**src/rtl/dram_init_pkg.sv**
```systemverilog
package dram_init_pkg;

    typedef enum logic [1:0] {
        CMD_IDLE,
        CMD_PREALL,
        CMD_REFRESH,
        CMD_REGWR
    } cmd_kind_e;

    typedef enum logic [3:0] {
        ST_POWER,
        ST_CKE_UP,
        ST_PRE_FIRST,
        ST_EXT2,
        ST_EXT3,
        ST_EXT1_DLL,
        ST_MODE_RST,
        ST_PRE_SECOND,
        ST_REFRESH,
        ST_MODE_RUN,
        ST_CAL_DEFAULT,
        ST_CAL_EXIT,
        ST_READY
    } step_e;

    typedef struct packed {
        logic        cs_n;
        logic        ras_n;
        logic        cas_n;
        logic        we_n;
        logic [2:0]  ba;
        logic [13:0] addr;
    } dram_bus_t;

    localparam dram_bus_t IDLE_BUS = '{cs_n: 1'b1, ras_n: 1'b1, cas_n: 1'b1,
                                       we_n: 1'b1, ba: 3'b000, addr: 14'h0000};

    localparam logic [2:0]  SEL_MODE      = 3'b000;
    localparam logic [2:0]  SEL_EXT1      = 3'b001;
    localparam logic [2:0]  SEL_EXT2      = 3'b010;
    localparam logic [2:0]  SEL_EXT3      = 3'b011;
    localparam int          MODE_DLL_RST_BIT = 8;
    localparam logic [13:0] ALL_BANKS_ADDR = 14'h0400;
    localparam logic [2:0]  CAL_DEFAULT_CODE = 3'b111;
    localparam logic [2:0]  CAL_EXIT_CODE    = 3'b000;

    function automatic int ceil_div(int num, int den);
        return (num + den - 1) / den;
    endfunction

    function automatic int at_least(int v, int lo);
        return (v < lo) ? lo : v;
    endfunction

    function automatic int clamp(int v, int lo, int hi);
        return (v < lo) ? lo : ((v > hi) ? hi : v);
    endfunction

    function automatic int max2(int a, int b);
        return (a > b) ? a : b;
    endfunction

    function automatic int recovery_cycles(int twr_ps, int clk_ps);
        return clamp(ceil_div(twr_ps, clk_ps), 2, 8);
    endfunction

    function automatic logic [13:0] mode_word(int burst_len, int interleave,
                                              int cas_lat, int wr_cyc,
                                              int slow_exit);
        logic [13:0] w;
        w        = '0;
        w[2:0]   = (burst_len == 8) ? 3'b011 : 3'b010;
        w[3]     = (interleave != 0);
        w[6:4]   = 3'(cas_lat);
        w[11:9]  = 3'(wr_cyc - 1);
        w[12]    = (slow_exit != 0);
        return w;
    endfunction

    function automatic logic [13:0] ext1_word(int reduced, int odt_sel,
                                              int add_lat, int dqsn_off,
                                              int rdqs_on);
        logic [13:0] w;
        logic [1:0]  sel;
        sel      = 2'(odt_sel);
        w        = '0;
        w[1]     = (reduced != 0);
        w[2]     = sel[0];
        w[5:3]   = 3'(add_lat);
        w[6]     = sel[1];
        w[10]    = (dqsn_off != 0);
        w[11]    = (rdqs_on != 0);
        return w;
    endfunction

    function automatic logic [13:0] with_cal(logic [13:0] w, logic [2:0] code);
        logic [13:0] r;
        r      = w;
        r[9:7] = code;
        return r;
    endfunction

    function automatic dram_bus_t make_bus(cmd_kind_e kind, logic [2:0] sel,
                                           logic [13:0] word);
        dram_bus_t b;
        b = IDLE_BUS;
        case (kind)
            CMD_PREALL: begin
                b.cs_n = 1'b0; b.ras_n = 1'b0; b.cas_n = 1'b1; b.we_n = 1'b0;
                b.addr = ALL_BANKS_ADDR;
            end
            CMD_REFRESH: begin
                b.cs_n = 1'b0; b.ras_n = 1'b0; b.cas_n = 1'b0; b.we_n = 1'b1;
            end
            CMD_REGWR: begin
                b.cs_n = 1'b0; b.ras_n = 1'b0; b.cas_n = 1'b0; b.we_n = 1'b0;
                b.ba   = sel;
                b.addr = word;
            end
            default: b = IDLE_BUS;
        endcase
        return b;
    endfunction

endpackage

```
**src/rtl/dram_init_timer.sv**
```systemverilog
module dram_init_timer #(
    parameter int WIDTH     = 8,
    parameter int RESET_VAL = 0
) (
    input  logic             clk,
    input  logic             rst,
    input  logic             load,
    input  logic [WIDTH-1:0] load_val,
    output logic             expired
);
    logic [WIDTH-1:0] cnt_q;

    always_ff @(posedge clk) begin
        if (rst) begin
            cnt_q <= WIDTH'(RESET_VAL);
        end else if (load) begin
            cnt_q <= load_val;
        end else if (cnt_q != '0) begin
            cnt_q <= cnt_q - 1'b1;
        end
    end

    assign expired = (cnt_q == '0);

    // once expired and not reloaded, the timer stays expired
    assert_timer_rest_R7: assert property (@(posedge clk) disable iff (rst)
        (expired && !load) |=> expired)
        else $error("timer left zero without a load");

endmodule

```
**src/rtl/dram_init_dll_wait.sv**
```systemverilog
module dram_init_dll_wait #(
    parameter int CYCLES = 200
) (
    input  logic clk,
    input  logic rst,
    input  logic start,
    output logic ready
);
    localparam int N = (CYCLES < 1) ? 1 : CYCLES;
    localparam int W = $clog2(N + 1);
    localparam logic [W-1:0] LAST = W'(N - 1);

    logic [W-1:0] cnt_q;
    logic         run_q;

    always_ff @(posedge clk) begin
        if (rst) begin
            cnt_q <= '0;
            run_q <= 1'b0;
        end else if (start) begin
            cnt_q <= '0;
            run_q <= 1'b1;
        end else if (run_q && cnt_q != LAST) begin
            cnt_q <= cnt_q + 1'b1;
        end
    end

    // counter value equals cycles elapsed since the DLL-reset command cycle
    assign ready = run_q && (cnt_q == LAST);

    assert_ready_hold_R9: assert property (@(posedge clk) disable iff (rst)
        (ready && !start) |=> ready)
        else $error("settling window dropped");

    assert_count_bound_R9: assert property (@(posedge clk) disable iff (rst)
        run_q |-> (cnt_q <= LAST))
        else $error("settling counter overran");

endmodule

```
**src/rtl/dram_init_cmd_gen.sv**
```systemverilog
module dram_init_cmd_gen
    import dram_init_pkg::*;
#(
    parameter logic [13:0] MODE_BASE = 14'h0000,
    parameter logic [13:0] EXT1_BASE = 14'h0000
) (
    input  step_e     step,
    output dram_bus_t bus,
    output logic      valid
);
    localparam logic [13:0] MODE_RST_WORD = MODE_BASE | (14'd1 << MODE_DLL_RST_BIT);

    always_comb begin
        bus   = IDLE_BUS;
        valid = 1'b1;
        case (step)
            ST_PRE_FIRST,
            ST_PRE_SECOND:  bus = make_bus(CMD_PREALL, SEL_MODE, '0);
            ST_EXT2:        bus = make_bus(CMD_REGWR, SEL_EXT2, '0);
            ST_EXT3:        bus = make_bus(CMD_REGWR, SEL_EXT3, '0);
            ST_EXT1_DLL:    bus = make_bus(CMD_REGWR, SEL_EXT1, with_cal(EXT1_BASE, CAL_EXIT_CODE));
            ST_MODE_RST:    bus = make_bus(CMD_REGWR, SEL_MODE, MODE_RST_WORD);
            ST_REFRESH:     bus = make_bus(CMD_REFRESH, SEL_MODE, '0);
            ST_MODE_RUN:    bus = make_bus(CMD_REGWR, SEL_MODE, MODE_BASE);
            ST_CAL_DEFAULT: bus = make_bus(CMD_REGWR, SEL_EXT1, with_cal(EXT1_BASE, CAL_DEFAULT_CODE));
            ST_CAL_EXIT:    bus = make_bus(CMD_REGWR, SEL_EXT1, with_cal(EXT1_BASE, CAL_EXIT_CODE));
            default: begin
                bus   = IDLE_BUS;
                valid = 1'b0;
            end
        endcase
    end

endmodule

```
**src/rtl/dram_init_sequencer.sv**
```systemverilog
module dram_init_sequencer
    import dram_init_pkg::*;
#(
    parameter int CLK_PS           = 20000,
    parameter int POWER_WAIT_PS    = 200000000,
    parameter int CKE_WAIT_PS      = 400000,
    parameter int T_MRD            = 2,
    parameter int T_RP             = 3,
    parameter int T_RFC            = 8,
    parameter int REFRESH_COUNT    = 2,
    parameter int DLL_CYCLES       = 200,
    parameter int BURST_LEN        = 4,
    parameter int BURST_INTERLEAVE = 0,
    parameter int CAS_LAT          = 3,
    parameter int TWR_PS           = 15000,
    parameter int SLOW_PD_EXIT     = 0,
    parameter int ADD_LAT          = 0,
    parameter int REDUCED_DRIVE    = 0,
    parameter int ODT_SEL          = 0,
    parameter int DQSN_DISABLE     = 0,
    parameter int RDQS_ENABLE      = 0
) (
    input  logic        clk,
    input  logic        rst,
    output logic        cke,
    output logic        odt,
    output logic        cs_n,
    output logic        ras_n,
    output logic        cas_n,
    output logic        we_n,
    output logic [2:0]  ba,
    output logic [13:0] addr,
    output logic        cmd_valid,
    output logic        init_done
);
    localparam int PWR_CYC = at_least(ceil_div(POWER_WAIT_PS, CLK_PS), 1);
    localparam int CKE_CYC = at_least(ceil_div(CKE_WAIT_PS, CLK_PS), 1);
    localparam int MRD_CYC = at_least(T_MRD, 1);
    localparam int RP_CYC  = at_least(T_RP, 1);
    localparam int RFC_CYC = at_least(T_RFC, 1);
    localparam int REF_N   = at_least(REFRESH_COUNT, 2);
    localparam int TMAX    = max2(max2(PWR_CYC, CKE_CYC), max2(max2(MRD_CYC, RP_CYC), RFC_CYC));
    localparam int TW      = $clog2(TMAX + 1);
    localparam int RW      = $clog2(REF_N + 1);
    localparam int WR_CYC  = recovery_cycles(TWR_PS, CLK_PS);
    localparam int CL_EFF  = clamp(CAS_LAT, 3, 7);
    localparam logic [13:0] MODE_BASE = mode_word(BURST_LEN, BURST_INTERLEAVE, CL_EFF,
                                                  WR_CYC, SLOW_PD_EXIT);
    localparam logic [13:0] EXT1_BASE = ext1_word(REDUCED_DRIVE, ODT_SEL, ADD_LAT,
                                                  DQSN_DISABLE, RDQS_ENABLE);

    step_e          step_q;
    step_e          nxt_step;
    logic           adv;
    logic           t_expired;
    logic           dll_ready;
    logic [TW-1:0]  gap_m1;
    logic [RW-1:0]  refs_q;
    dram_bus_t      nxt_bus;
    dram_bus_t      bus_q;
    logic           nxt_valid;
    logic           valid_q;
    logic           cke_q;
    logic           done_q;

    // successor of the current step
    always_comb begin
        case (step_q)
            ST_POWER:       nxt_step = ST_CKE_UP;
            ST_CKE_UP:      nxt_step = ST_PRE_FIRST;
            ST_PRE_FIRST:   nxt_step = ST_EXT2;
            ST_EXT2:        nxt_step = ST_EXT3;
            ST_EXT3:        nxt_step = ST_EXT1_DLL;
            ST_EXT1_DLL:    nxt_step = ST_MODE_RST;
            ST_MODE_RST:    nxt_step = ST_PRE_SECOND;
            ST_PRE_SECOND:  nxt_step = ST_REFRESH;
            ST_REFRESH:     nxt_step = (refs_q == RW'(REF_N)) ? ST_MODE_RUN : ST_REFRESH;
            ST_MODE_RUN:    nxt_step = ST_CAL_DEFAULT;
            ST_CAL_DEFAULT: nxt_step = ST_CAL_EXIT;
            ST_CAL_EXIT:    nxt_step = ST_READY;
            default:        nxt_step = ST_READY;
        endcase
    end

    // minimum spacing that the step about to start imposes on what follows
    always_comb begin
        case (nxt_step)
            ST_POWER:                    gap_m1 = TW'(PWR_CYC - 1);
            ST_CKE_UP:                   gap_m1 = TW'(CKE_CYC - 1);
            ST_PRE_FIRST, ST_PRE_SECOND: gap_m1 = TW'(RP_CYC - 1);
            ST_REFRESH:                  gap_m1 = TW'(RFC_CYC - 1);
            ST_READY:                    gap_m1 = '0;
            default:                     gap_m1 = TW'(MRD_CYC - 1);
        endcase
    end

    assign adv = t_expired && (step_q != ST_READY) &&
                 !((step_q == ST_MODE_RUN) && !dll_ready);

    dram_init_timer #(
        .WIDTH     (TW),
        .RESET_VAL (PWR_CYC - 1)
    ) u_timer (
        .clk      (clk),
        .rst      (rst),
        .load     (adv),
        .load_val (gap_m1),
        .expired  (t_expired)
    );

    dram_init_dll_wait #(
        .CYCLES (DLL_CYCLES)
    ) u_dll_wait (
        .clk   (clk),
        .rst   (rst),
        .start (adv && (nxt_step == ST_MODE_RST)),
        .ready (dll_ready)
    );

    dram_init_cmd_gen #(
        .MODE_BASE (MODE_BASE),
        .EXT1_BASE (EXT1_BASE)
    ) u_cmd_gen (
        .step  (nxt_step),
        .bus   (nxt_bus),
        .valid (nxt_valid)
    );

    always_ff @(posedge clk) begin
        if (rst) begin
            step_q  <= ST_POWER;
            bus_q   <= IDLE_BUS;
            valid_q <= 1'b0;
            cke_q   <= 1'b0;
            done_q  <= 1'b0;
            refs_q  <= '0;
        end else if (adv) begin
            step_q  <= nxt_step;
            bus_q   <= nxt_bus;
            valid_q <= nxt_valid;
            if (nxt_step == ST_CKE_UP) cke_q  <= 1'b1;
            if (nxt_step == ST_READY)  done_q <= 1'b1;
            if (nxt_step == ST_REFRESH) refs_q <= refs_q + 1'b1;
        end else begin
            bus_q   <= IDLE_BUS;
            valid_q <= 1'b0;
        end
    end

    assign cke       = cke_q;
    assign odt       = 1'b0;
    assign cs_n      = bus_q.cs_n;
    assign ras_n     = bus_q.ras_n;
    assign cas_n     = bus_q.cas_n;
    assign we_n      = bus_q.we_n;
    assign ba        = bus_q.ba;
    assign addr      = bus_q.addr;
    assign cmd_valid = valid_q;
    assign init_done = done_q;

    // ---------------- checker support: spacing between commands -------------
    logic [15:0] since_q;
    logic [15:0] need_q;
    logic        seen_q;
    logic [15:0] need_now;

    always_comb begin
        case ({bus_q.ras_n, bus_q.cas_n, bus_q.we_n})
            3'b010:  need_now = 16'(RP_CYC);
            3'b001:  need_now = 16'(RFC_CYC);
            default: need_now = 16'(MRD_CYC);
        endcase
    end

    always_ff @(posedge clk) begin
        if (rst) begin
            since_q <= '0;
            need_q  <= '0;
            seen_q  <= 1'b0;
        end else if (valid_q) begin
            since_q <= 16'd1;
            need_q  <= need_now;
            seen_q  <= 1'b1;
        end else if (since_q != 16'hFFFF) begin
            since_q <= since_q + 16'd1;
        end
    end

    assert_min_gap_R7: assert property (@(posedge clk) disable iff (rst)
        (valid_q && seen_q) |-> (since_q >= need_q))
        else $error("command spacing too short");

    assert_cmd_needs_cke_R2: assert property (@(posedge clk) disable iff (rst)
        valid_q |-> cke_q)
        else $error("command while clock enable low");

    assert_strobe_R11: assert property (@(posedge clk) disable iff (rst)
        valid_q == !bus_q.cs_n)
        else $error("strobe does not match chip select");

    assert_done_sticky_R10: assert property (@(posedge clk) disable iff (rst)
        done_q |=> done_q)
        else $error("ready flag dropped");

    assert_done_quiet_R10: assert property (@(posedge clk) disable iff (rst)
        done_q |-> (!valid_q && bus_q.cs_n))
        else $error("command after ready");

    assert_cal_after_dll_R9: assert property (@(posedge clk) disable iff (rst)
        (valid_q && bus_q.ba == SEL_EXT1 && bus_q.addr[9:7] == CAL_DEFAULT_CODE)
            |-> $past(dll_ready))
        else $error("calibration before DLL settling");

endmodule

```
**config.mk**
```make
export PLATFORM = sky130hd
export DESIGN_NAME = dram_init_sequencer
export DESIGN_NICKNAME = d
export VERILOG_FILES = /design/src/rtl/dram_init_pkg.sv /design/src/rtl/dram_init_timer.sv /design/src/rtl/dram_init_dll_wait.sv /design/src/rtl/dram_init_cmd_gen.sv /design/src/rtl/dram_init_sequencer.sv
export SDC_FILE = /design/constraint.sdc
export NUM_CORES = 1
export LEC_CHECK = 0
export ABC_AREA = 1
export CORE_AREA = 2 2 81 83
export DETAILED_ROUTE_END_ITERATION = 8
export DIE_AREA = 0 0 83 85
export DONT_BUFFER_PORTS = 1
export RECOVER_POWER = 25
export SYNTH_ARGS = -nofsm -noshare
export SYNTH_HDL_FRONTEND = slang
export SYNTH_SLANG_ARGS = --single-unit
```
**constraint.sdc**
```tcl
create_clock -name clk -period 2 [get_ports clk]
set_clock_uncertainty 0.1 [all_clocks]
set_input_delay 0.4 -clock clk [delete_from_list [all_inputs] [get_ports clk]]
set_output_delay 0.4 -clock clk [all_outputs]
set_load 0.05 [all_outputs]
```
==> impl_metrics.csv <==
group,metric,value,unit
run_status,status,"completed",
synthesis,synthCells,312,
worst_setup_path,rr_startpoint,"u_timer.cnt_q[0]",
timing,finalCritPeriodShare,92.5,%
timing,worstMarginPinSlew,0.543,ns
global_routing,grt_overflow_total,0,
drt,num_vias,1862,
timing,finalSetupViolCount,0,
clock_network,clk_path_buf_depth,2,
synthesis,syn_area_per_cell,7.27,um2
global_routing,grt_use_total,12.7,%
power,total_power,1.49,mW
timing,min_period,1.85,ns
worst_setup_path,crit_arrival,1.93,ns
timing,fmax,541,MHz
timing,maxSlewViolCount,0,
cells_and_area,seqCellArea,841,um2
drt,drt-total-wl,4310,um
synthesis,synth-seq-cells,42,
global_routing,grt_pass1_wl,7450,um
timing,rsz0062_at_grt,"false",
worst_setup_path,path_max_fanout,11,
cells_and_area,drive_gt1_share,16.3,%
drt,viasPerCell,4.70,
floorplanning,core-area,6200,um2
cells_and_area,fin_cells,396,
worst_hold_path,hold_start,"rst",
synthesis,synth_cell_type_count,33,
floorplanning,design.die.area,7060,um2
clock_network,cts_tree,"built",
cells_and_area,antenna_cells,0,
drt,ant_nets,0,
clock_network,numCtsBuffers,5,
clock_network,cts_root_buf,"clkbuf_8",
floorplanning,dieHeight,85,um
worst_setup_path,worst-setup-path-type,"reg2reg",
timing,hold_viol,0,
cells_and_area,final_cell_mix,"nand2_1, nor2_1, dfxtp_1",
floorplanning,initial_core_util,36.5,%
place,placed_cells,387,
clock_network,postCtsHoldBufs,0,
drt,drt_first_pass_iters,4,
drt,drt-initial-drc-count,56,
global_routing,grt_pass1_vias,1670,
synthesis,yosysSeqAreaShare,37.1,%
cells_and_area,area_growth,7.01,%
clock_network,clock_latency,0.30,ns
place,dpl.hpwl,3220,um
place,gp_congestion,0.863,
floorplanning,ios,27,
drt,drc,0,
floorplanning,std_cell_rows,29,
global_routing,grt_antenna_before_repair,0,
clock_network,clock_sinks,42,
timing,maxSlewHeadroom,64.0,%
cells_and_area,multi_input_area,1200,um2
run,maxCapViolCount,0,
worst_setup_path,crit_required,2.08,ns
worst_setup_path,crit_start,"u_timer.cnt_q[0]",
worst_setup_path,end_kind,"register",
synthesis,yosysWarnings,0,
worst_setup_path,crit_path_start_kind,"register",
cells_and_area,layout.nets,323,
worst_hold_path,min_path_type,"in2reg",
cells_and_area,layout_commonest_cell,"nand2_1",
power,leakage,1.05,nW
power,p_per_area,613,nW/um2
synthesis,syn_area,2270,um2
cells_and_area,fill_cells,631,
global_routing,grt_max_degree,16,
place,numPortBuffers,0,
clock_network,clk_pin_slew,0.09,ns
clock_network,htreeDepth,2,
floorplanning,die_x,83,um
power,peakVddDrop,333,uV
timing,fin_tns_setup,0,ns
drt,wl_per_cell,10.9,um
state kept, by name, indices dropped and copies added (netlist names):
signal and flops:
ba 2, cke 1, u_dll_wait.cnt_q 8, step_q 4
u_dll_wait.run_q 1, we_n 1, cs_n 1, init_done 1
refs_q 2, cas_n 1, cmd_valid 1, u_timer.cnt_q 14
addr 5
logic make-up after synthesis:
logic type / share of synthesized area [%]
buf+inv: 12.0
compound gates: 8.55
other cells: 0.165
fa+ha+maj: 1.66
simple gates: 36.7
xor+xnor: 3.86
flops: 37.1
through the flow:
stage / setup slack (ns) / hold WS, ns / util [%] / instance area (um2)
floorplan: 0.307 / 0.341 / - / 2300
global placement: 0.174 / 0.343 / 37.3 / 2310
detailed placement: 0.109 / 0.355 / 37.3 / 2310
CTS: 0.0854 / 0.0442 / 38.8 / 2410
global route: 0.0161 / 0.0376 / 39.1 / 2430
finish: 0.151 / 0.0498 / 39.1 / 2430
critical path, cell delays in order (launching register included):
cell     delay, ns
dfxtp_1       0.33
inv_1         0.09
ha_2          0.22
nand2_2       0.09
nor2_4        0.16
nand2_4       0.10
nor2_8        0.14
nand2_8       0.11
nor2_4        0.18
nand2_2       0.09
inv_2         0.07
o21ai_1       0.05
report_power, final:
part           switching, mW  internal (mW)  total, mW
registers            0.00441          0.840      0.845
clock network          0.299          0.278      0.577
logic                 0.0551         0.0108     0.0659
cells in the mapped netlist (all sizes together):
cell type  number  share of area [%]
nand2          83                 17
nor2           56                 12
dfxtp          42                 37
inv            39                6.7
a21oi          19                5.5
nand3          18                4.0
buf            14                5.0
nand4           8                2.2
o21ai           8                1.8
xor2            8                3.1
ha              3                1.7
nor3            2               0.44
o211ai          2               0.66
xnor2           2               0.77
a31oi           1               0.28
clkbuf          1               0.17
clkinv          1               0.17
conb            1               0.17
nand3b          1               0.33
o21a            1               0.33
or2             1               0.28
or3             1               0.28
routing by layer:
| layer | routed length [um] | track usage (%) |
|---|---|---|
| met4 | 61 | 4.47 |
| met1 | 2060 | 16.4 |
| met2 | 1980 | 20.9 |
| met3 | 213 | 3.11 |
| met5 | 0 | 0 |
layout make-up:
class                   count  share of cell area (%)
multi-input cells         223                    49.3
flip-flops and latches     42                    34.7
inverters                  40                    6.40
well taps                  77                    3.97
clock buffers               6                    3.40
repair buffers              6                    1.75
clock inverters             2                   0.516
path summary, 6_finish.rpt:
path                                         end  slack, ns  cells after the start
worst max-delay path                        we_n       0.15                     11
worst min-delay path            u_dll_wait.run_q       0.05                      1
worst max register to register              we_n       0.15                     11
worst min register to register         refs_q[0]       0.37                      2
timing repair:
action / in CTS / in global routing
buffers inserted: 0 / 1
endpoints found under the setup margin: 0 / 2
resized for setup: 0 / 2
(Power assumes the default switching activity.)
